## src/rtl/modemRegs_pkg.sv

```systemverilog
package modemRegs_pkg;

  localparam logic [2:0] ADDR_CTLA = 3'd0;
  localparam logic [2:0] ADDR_CTLB = 3'd1;
  localparam logic [2:0] ADDR_DET  = 3'd2;
  localparam logic [2:0] ADDR_TONE = 3'd3;
  localparam logic [2:0] ADDR_ID   = 3'd6;

  // control register B bit that enables the interrupt
  localparam int CTLB_IEN = 6;

  // detect bits whose change raises the interrupt
  localparam logic [7:0] DET_WATCH = 8'b0001_0111;

  // strobes from the control side to the datapath
  typedef struct packed {
    logic       serMode;
    logic       wrEn;
    logic       rdLoad;
    logic       shiftIn;
    logic       shiftOut;
    logic       rdDone;
    logic       drvPar;
    logic       drvSer;
    logic [2:0] addr;
  } regStrb_t;

endpackage

```

## src/rtl/regCtrl.sv

```systemverilog
module regCtrl
  import modemRegs_pkg::*;
(
  input  logic       clk,
  input  logic       rst,
  input  logic       ale,
  input  logic       csN,
  input  logic       rdN,
  input  logic       wrN,
  input  logic       exclk,
  input  logic [2:0] busAddr,
  input  logic [2:0] serAddr,
  output regStrb_t   strb
);

  logic       aleQ, rdQ, wrQ, exQ;
  logic [2:0] latAddr;
  logic       latSel;

  logic serMode, aleFall, exFall, access;

  always_comb begin
    serMode = ale & ~csN;
    aleFall = aleQ & ~ale;
    exFall  = exQ & ~exclk;
    access  = serMode | latSel;
  end

  always_ff @(posedge clk) begin
    if (rst) begin
      aleQ    <= 1'b0;
      rdQ     <= 1'b1;
      wrQ     <= 1'b1;
      exQ     <= 1'b0;
      latAddr <= '0;
      latSel  <= 1'b0;
    end else begin
      aleQ <= ale;
      rdQ  <= rdN;
      wrQ  <= wrN;
      exQ  <= exclk;
      if (aleFall) begin
        latAddr <= busAddr;
        latSel  <= ~csN;
      end
    end
  end

  always_comb begin
    strb.serMode  = serMode;
    strb.addr     = serMode ? serAddr : latAddr;
    strb.wrEn     = ~wrQ & wrN & access;
    strb.rdDone   = ~rdQ & rdN & access;
    strb.rdLoad   = rdQ & ~rdN & serMode;
    strb.shiftIn  = exFall & rdN & serMode;
    strb.shiftOut = exFall & ~rdN & serMode;
    strb.drvPar   = ~serMode & latSel & ~rdN;
    strb.drvSer   = serMode & ~rdN;
  end

endmodule

```

## src/rtl/markRun.sv

```systemverilog
module markRun #(
  parameter int MARK_BITS = 198
) (
  input  logic clk,
  input  logic rst,
  input  logic rxBit,
  input  logic rxStrobe,
  output logic markFlag
);

  localparam int CW = $clog2(MARK_BITS + 1);
  localparam logic [CW-1:0] LAST = CW'(MARK_BITS - 1);

  logic [CW-1:0] runCnt;

  always_ff @(posedge clk) begin
    if (rst) begin
      runCnt   <= '0;
      markFlag <= 1'b0;
    end else if (rxStrobe) begin
      if (!rxBit) begin
        runCnt   <= '0;
        markFlag <= 1'b0;
      end else if (!markFlag) begin
        if (runCnt == LAST) markFlag <= 1'b1;
        else                runCnt   <= runCnt + 1'b1;
      end
    end
  end

endmodule

```

## src/rtl/regData.sv

```systemverilog
module regData
  import modemRegs_pkg::*;
#(
  parameter logic [7:0] ID_VALUE = 8'h80
) (
  input  logic       clk,
  input  logic       rst,
  input  regStrb_t   strb,
  input  logic [7:0] adIn,
  input  logic [3:0] detIn,
  input  logic       rxBit,
  input  logic       markFlag,
  output logic [7:0] adOut,
  output logic [7:0] adOe,
  output logic [7:0] cr0Out,
  output logic [7:0] cr1Out,
  output logic [7:0] trOut,
  output logic       intN
);

  logic [7:0] ctlA, ctlB, tone, detReg;
  logic [7:0] sIn, sOut;
  logic       intPend;
  logic [7:0] detNow, rdVal, wrData;
  logic       detEvent, detRead;

  always_comb begin
    detNow   = {2'b00, rxBit, markFlag, detIn};
    detEvent = |((detNow ^ detReg) & DET_WATCH) & ctlB[CTLB_IEN];
    detRead  = strb.rdDone & (strb.addr == ADDR_DET);
    wrData   = strb.serMode ? sIn : adIn;
    case (strb.addr)
      ADDR_CTLA: rdVal = ctlA;
      ADDR_CTLB: rdVal = ctlB;
      ADDR_DET:  rdVal = detReg;
      ADDR_TONE: rdVal = tone;
      ADDR_ID:   rdVal = ID_VALUE;
      default:   rdVal = 8'h00;
    endcase
  end

  always_ff @(posedge clk) begin
    if (rst) begin
      ctlA    <= '0;
      ctlB    <= '0;
      tone    <= '0;
      detReg  <= '0;
      sIn     <= '0;
      sOut    <= '0;
      intPend <= 1'b0;
    end else begin
      detReg  <= detNow;
      // a new event wins over the clear of a completed read
      intPend <= (intPend & ~detRead) | detEvent;
      if (strb.wrEn) begin
        case (strb.addr)
          ADDR_CTLA: ctlA <= wrData;
          ADDR_CTLB: ctlB <= wrData;
          ADDR_TONE: tone <= wrData;
          default: ;
        endcase
      end
      if (strb.shiftIn) sIn <= {adIn[7], sIn[7:1]};
      if (strb.rdLoad)        sOut <= rdVal;
      else if (strb.shiftOut) sOut <= {1'b0, sOut[7:1]};
    end
  end

  always_comb begin
    if (strb.drvSer) begin
      adOut = {sOut[0], 7'b0};
      adOe  = 8'h80;
    end else if (strb.drvPar) begin
      adOut = rdVal;
      adOe  = 8'hFF;
    end else begin
      adOut = 8'h00;
      adOe  = 8'h00;
    end
  end

  assign cr0Out = ctlA;
  assign cr1Out = ctlB;
  assign trOut  = tone;
  assign intN   = ~intPend;

endmodule

```

## src/rtl/modemRegs.sv

```systemverilog
module modemRegs
  import modemRegs_pkg::*;
#(
  parameter logic [7:0] ID_VALUE  = 8'h80,
  parameter int         MARK_BITS = 198
) (
  input  logic       clk,
  input  logic       rst,
  input  logic       ale,
  input  logic       csN,
  input  logic       rdN,
  input  logic       wrN,
  input  logic       exclk,
  input  logic [7:0] adIn,
  output logic [7:0] adOut,
  output logic [7:0] adOe,
  input  logic [2:0] serAddr,
  input  logic [3:0] detIn,
  input  logic       rxBit,
  input  logic       rxStrobe,
  output logic [7:0] cr0Out,
  output logic [7:0] cr1Out,
  output logic [7:0] trOut,
  output logic       intN
);

  regStrb_t strb;
  logic     markFlag;

  regCtrl u_ctrl (
    .clk(clk), .rst(rst), .ale(ale), .csN(csN), .rdN(rdN), .wrN(wrN),
    .exclk(exclk), .busAddr(adIn[2:0]), .serAddr(serAddr), .strb(strb)
  );

  markRun #(.MARK_BITS(MARK_BITS)) u_mark (
    .clk(clk), .rst(rst), .rxBit(rxBit), .rxStrobe(rxStrobe),
    .markFlag(markFlag)
  );

  regData #(.ID_VALUE(ID_VALUE)) u_data (
    .clk(clk), .rst(rst), .strb(strb), .adIn(adIn), .detIn(detIn),
    .rxBit(rxBit), .markFlag(markFlag), .adOut(adOut), .adOe(adOe),
    .cr0Out(cr0Out), .cr1Out(cr1Out), .trOut(trOut), .intN(intN)
  );

endmodule

```

## config.mk

```make
export PLATFORM = sky130hd
export DESIGN_NAME = modemRegs
export DESIGN_NICKNAME = d
export VERILOG_FILES = /design/src/rtl/modemRegs_pkg.sv /design/src/rtl/regCtrl.sv /design/src/rtl/markRun.sv /design/src/rtl/regData.sv /design/src/rtl/modemRegs.sv
export SDC_FILE = /design/constraint.sdc
export NUM_CORES = 1
export LEC_CHECK = 0
export ABC_CLOCK_PERIOD_IN_PS = 2500
export BUFFER_PORTS_ARGS = -buffer_cell sky130_fd_sc_hd__buf_2
export CAP_MARGIN = 20
export CELL_PAD_IN_SITES_DETAIL_PLACEMENT = 0
export CELL_PAD_IN_SITES_GLOBAL_PLACEMENT = 1
export CORE_MARGIN = 3
export CORE_UTILIZATION = 41
export DETAILED_ROUTE_END_ITERATION = 12
export GPL_ROUTABILITY_DRIVEN = 1
export GPL_TIMING_DRIVEN = 0
export PLACE_DENSITY_LB_ADDON = 0.1
export SETUP_SLACK_MARGIN = 0.2
export SLEW_MARGIN = 20
export SYNTH_ARGS = -nofsm -noshare
export SYNTH_HDL_FRONTEND = slang
export SYNTH_SLANG_ARGS = --single-unit
```

## constraint.sdc

```tcl
create_clock -name clk -period 2.5 [get_ports clk]
set_clock_uncertainty 0.05 [all_clocks]
set_input_delay 0.5 -clock clk [delete_from_list [all_inputs] [get_ports clk]]
set_output_delay 0.5 -clock clk [all_outputs]
set_load 0.02 [all_outputs]
```

-- Word level (Yosys, flattened, before mapping)
Cells that the tools add are included.
- bitwise gates (word level): 31
- reduce and logical (&&, ||, !) cells: 7
- eq/ne operators: 7
- $add $sub $neg: 1
- muxes and demuxes: 15
- operator list (operator ; number):
    $mux 8 ; 10
    $pmux 8 s5 ; 1
    $and 1x1->1 ; 19
    $not 1->1 ; 9
    $add 8x1->8 const B ; 1
    $eq 8x8->1 const B ; 1
    $eq 3x2->1 const B ; 2
    $reduce_and 2->1 ; 3
    $xor 5x5->5 ; 1
    $ne 2x2->1 const B ; 2
    $reduce_or 4->1 ; 1
    $eq 3x1->1 const B ; 1
    $eq 3x3->1 const B ; 1
    $logic_not 3->1 ; 1
    $mux 1 ; 3
    $mux 3 ; 1
    $reduce_and 3->1 ; 1
    $or 1x1->1 ; 2
    $reduce_bool 2->1 ; 1
- bits of input ports: 24
- logic and storage cells: 76
- output and inout port bits: 41
- register bits: 64

-- Longest topological paths before layout
- depth after elaboration: 8
- gate-level depth with buffers: 7
- depth with buffers taken out: 7

-- Cells and area by module
A second synthesis with hierarchy kept.
- cell total of the unflattened synthesis: 329
- area, all modules: 3133.0 µm²
- by module, submodules not included (module ; area an instance (µm²) ; cells each ; times used ; seq. area each (µm²)):
    regData ; 2217.1 ; 229 ; 1 ; 940.9
    markRun ; 508.0 ; 59 ; 1 ; 180.2
    regCtrl ; 407.9 ; 41 ; 1 ; 160.2

-- Worst setup path before layout
OpenSTA, ideal clock, no wires.
- path kind: input to output
- start: in ale
- end: out adOut[3]
- path buffers: 2
- arrival: 1.886 ns
- path slack: 0.064 ns
- stages: 7
- data required time: 1.950 ns
- path through: nor2b_4 > mux2_2 > buf_6 > buf_4 > mux2i_1 > o22a_1 > nor2_1
- word-level cells in the longest chain between the ends: 6
- elaborated cells between the ends (all ways): 14
- classes of those cells: 4 x eq/ne; 4 x mux; 5 x bitwise; 1 x reduce/logical
- ends and longest elaborated chain (element ; RTL line ; RTL):
    from (decl) ; modemRegs.sv:9 ; input logic ale,
    $and 1x1->1 (*) ; regCtrl.sv:23 ; serMode = ale & ~csN;
    $mux 3 / $not 1->1 (equally long branches) ; regCtrl.sv:51, regCtrl.sv:57 ;
    $eq 3x3->1, or another cell as far along ; regData.sv:32 ; case (strb.addr)
    $pmux 8 s5 / $and 1x1->1 (equally long branches) ; regData.sv:32, regCtrl.sv:57 ;
    $mux 8 ; regData.sv:73 ; end else if (strb.drvPar) begin
    $mux 8 (*) ; regData.sv:70 ; if (strb.drvSer) begin
    to (decl) ; modemRegs.sv:15 ; output logic [7:0] adOut,
Every way passes the cells marked *; elsewhere a longest branch is shown, timed or not.

-- Worst setup path after layout
- start: in csN
- end: out adOut[0]
- word-level cells in the longest chain between the ends: 7
- elaborated cells between the ends (all ways): 15
- classes of those cells: 4 x eq/ne; 4 x mux; 6 x bitwise; 1 x reduce/logical
- ends and longest elaborated chain (element ; RTL line ; RTL):
    from (decl) ; modemRegs.sv:10 ; input logic csN,
    $not 1->1 (*) ; regCtrl.sv:23 ;
    $and 1x1->1 (*) ; regCtrl.sv:23 ;
    $mux 3 / $not 1->1 (equally long branches) ; regCtrl.sv:51, regCtrl.sv:57 ;
    $eq 3x3->1, or another cell as far along ; regData.sv:32 ;
    $pmux 8 s5 / $and 1x1->1 (equally long branches) ; regData.sv:32, regCtrl.sv:57 ;
    $mux 8 ; regData.sv:73 ;
    $mux 8 (*) ; regData.sv:70 ;
Marked as above.

==> metrics.cfg <==
[synthesis]
ys.flop_type = dfxtp_1
post_synth_design_cell_area_um2 = 3040
syn-num-nets = 342
synth-async-reset-ratio_pct = 0
synth.ff_latch_count = 64
cell_types_with_the_largest_area_share_after_synthesis = dfxtp_1 42%, mux2i_1 11%, nor2_1 7.4%, a211oi_1 5.7%, xor2_1 2.9%
synth_edf_count = 0
postSynthAreaPerCell_um2 = 9.61
ys_types = 54
synthMostInstantiatedCell = dfxtp_1
yosys_warnings = 0
cell_type_contributing_the_most_total_cell_area_after_synthesis = dfxtp_1
synth_seq_area_share_pct = 42.2
yosys-top-cells-count = 64 x dfxtp_1, 60 x nor2_1, 33 x mux2i_1, 23 x a211oi_1
synth_top_area_share_pct = 42.2
post_synth_inst_count = 316

[setup_path]
worst-setup-path-type = input pin to output port
crit_reg_reg_startpoint = u_ctrl.latAddr[0]
end_kind = output port
worstSetupStartpoint = csN
critical_path.max_fanout = 5
crit_path_start_kind = input pin
cp.required_ps = 1950
worst_ep_arrival_time_ps = 2020

[timing]
final_max_slew_viol_count = 0
setup_viol_count_final = 3
grt_setup_unrepaired = true
max_clock_freq_mhz = 390
final_worst_path_period_share_pct = 103
setup_ws_post_layout_ps = -67.2
max_slew.worst_pin.slew_ps = 673
timing.slew.headroom_pct = 54.5
report.final.hold_viol_count = 0
finalCriticalPeriod_ps = 2570

[die]
die_width_um = 92.0
top_level_ports = 65
floorplan.die.height_um = 92.0
num_rows = 30
fp.coreArea_um2 = 6980
floorplan.initialDensity_pct = 43.5
design.die.area_um2 = 8470

[clocking]
cts-htree-levels = 3
insertion_delay_ps = 340
cts_tree = built
clkTransAtPathRegs_ps = 70
total_clock_buffers_created_by_cts = 9
postCtsHoldBufs = 0
clk_path_buf_depth = 2
cts_num_sinks = 64
clock-root-buffer = clkbuf_8

[power_and_ir_drop]
switching_power_of_the_nets_mw = 0.560
static-leakage-power_nw = 1.68
power_switching_share_pct = 24.5
clock_power_share_pct = 42.2
total_power_mw = 2.28
share_comb_of_total_power_pct = 11.8
share_seq_of_total_power_pct = 46.0
power_report.internal_total_mw = 1.72
vdd_ir_drop_max_mv = 0.284
powerDensity_nw_per_um2 = 557

[detailed_routing]
post-route-drc-count = 0
drt.antenna.violating_nets = 0
dr_wl_met2_um = 3920
met3WireLength_um = 377
route.vias.total = 2642
wl_met1_um = 3840
maxUsedRoutingLayer = met4
detailed_route_wire_length_per_cell_um = 16.3
detail_route.first_pass.iterations = 5
detailedRoute.firstIterationViolations = 108
routed_wl_um = 8380
viasPerCell = 5.13

[global_route]
first_pass_grt_wire_length_um = 13200
grt_util_all_layers_pct = 20.2
grt_start_max_net_pins = 12
antenna_found_initial = 0
via_count_of_the_first_global_routing_pass = 2557
grt.overflow.total = 0

[flow_run]
max_cap_violations = 0

[place]
dp_worst_setup_slack_ps = -256
port_buffers = 63
globalplace.congestion = 0.761
hpwl_um = 6020
post-place-cells = 475

[finish]
final_net_count = 440
syn_to_final_growth_pct = 35.0
diodes = 0
post_layout_nonfiller_instances = 515
drive_above_1_share_pct = 35.6

[run_status]
failing_checks = setup timing
status = finished, violations left

[min_path]
hp-start = wrN
hp-class = input pin to flop

[layout make-up]
cell class / count / area (um2)
multi-input combinational: 220 / 1670
clock inverter: 6 / 83.8
buffer: 24 / 185
fill: 653 / 2880
clock buffer: 10 / 128
sequential: 64 / 1280
inverter: 8 / 30.0
tap: 96 / 120
timing repair buffer: 87 / 598
[layout by cell type (no fill, tap or decap), types with 3 or more instances in the layout]
cell | synthesis | final
nor2b_1 | 10 | 10
buf_6 | 6 | 12
a22oi_1 | 6 | 6
nand2_1 | 3 | 3
buf_8 | 0 | 4
or3_1 | 3 | 3
inv_1 | 8 | 7
buf_2 | 0 | 53
buf_4 | 8 | 29
a21oi_1 | 4 | 4
dfxtp_1 | 64 | 64
mux2i_2 | 0 | 3
or2_2 | 3 | 3
nand3_1 | 5 | 5
o22ai_2 | 0 | 3
mux2i_4 | 1 | 4
clkinv_2 | 0 | 3
o22ai_1 | 6 | 3
nand4_1 | 3 | 3
nor2_1 | 60 | 56
clkbuf_1 | 9 | 10
clkbuf_8 | 0 | 9
a211oi_1 | 23 | 23
o22a_1 | 6 | 6
nor2_4 | 0 | 4
mux2i_1 | 33 | 27
xor2_1 | 10 | 10
[critical path, cell delays in order]
cell and delay [ps]:
buf_8 100, nor2b_4 130, mux2_4 320, buf_8 140, buf_12 130, mux2i_1 230
o22a_1 250, nor2_4 50, buf_4 150
[stage by stage]
step	utilization [%]	hold slack [ps]	area, um2	setup TNS [ps]
finish	58.7	308	4100	-110
global route	58.7	315	4100	-321
CTS	58.1	297	4060	-75.7
detailed placement	50.3	429	3510	-1560
global placement	50.3	419	3510	-1560
floorplan	-	404	3070	0
[power by group through the flow]
stage	clock network (mW)	logic (mW)	registers, mW
after CTS	0.978	0.260	1.05
after global routing	1.03	0.288	1.05
after global placement	0	0.204	1.07
after detailed placement	0	0.205	1.07
after floorplan	0	0.133	1.07
final	0.963	0.270	1.05
[routing by layer]
layer / GRT usage, % / up-vias
met2: 31.8 / 75
met1: 26.4 / 1225
met4: 10.3 / 0
li1: - / 1327
met3: 3.61 / 15
met5: 0 / -
[logic make-up after synthesis]
logic type | synth area share [%]
AND/OR/NAND/NOR | 17.8
AO/OA/AOI/OAI | 17.5
flip-flops | 42.2
multiplexers | 12.4
buffers and inverters | 6.43
XOR/XNOR | 2.89
adder cells (fa/ha/maj) | 0.824
[timing repair]
action | 4_1_cts | 5_1_grt
setup endpoints to repair | 15 | 8
cloned | 1 | 0
pin swaps | 15 | 11
gates resized for setup | 36 | 5
setup buffers | 22 | 1
[registers in the layout, indices dropped and copies added (netlist names), 3 cells and up]
signal,cells
u_data.cr1Out,8
u_ctrl.latAddr,3
u_data.detReg,6
u_mark.runCnt,8
u_data.sIn,8
u_data.trOut,8
u_data.cr0Out,8
u_data.sOut,8
[final timing paths]
path	endpoint	slack, ps	depth (start not counted)
worst max-delay path	adOut[0]	-70	9
worst min-delay path	u_ctrl.wrQ	310	2
worst max register to register	u_data.trOut[6]	580	6
worst min register to register	u_data.intPend	440	2
(Power assumes the default switching activity.)
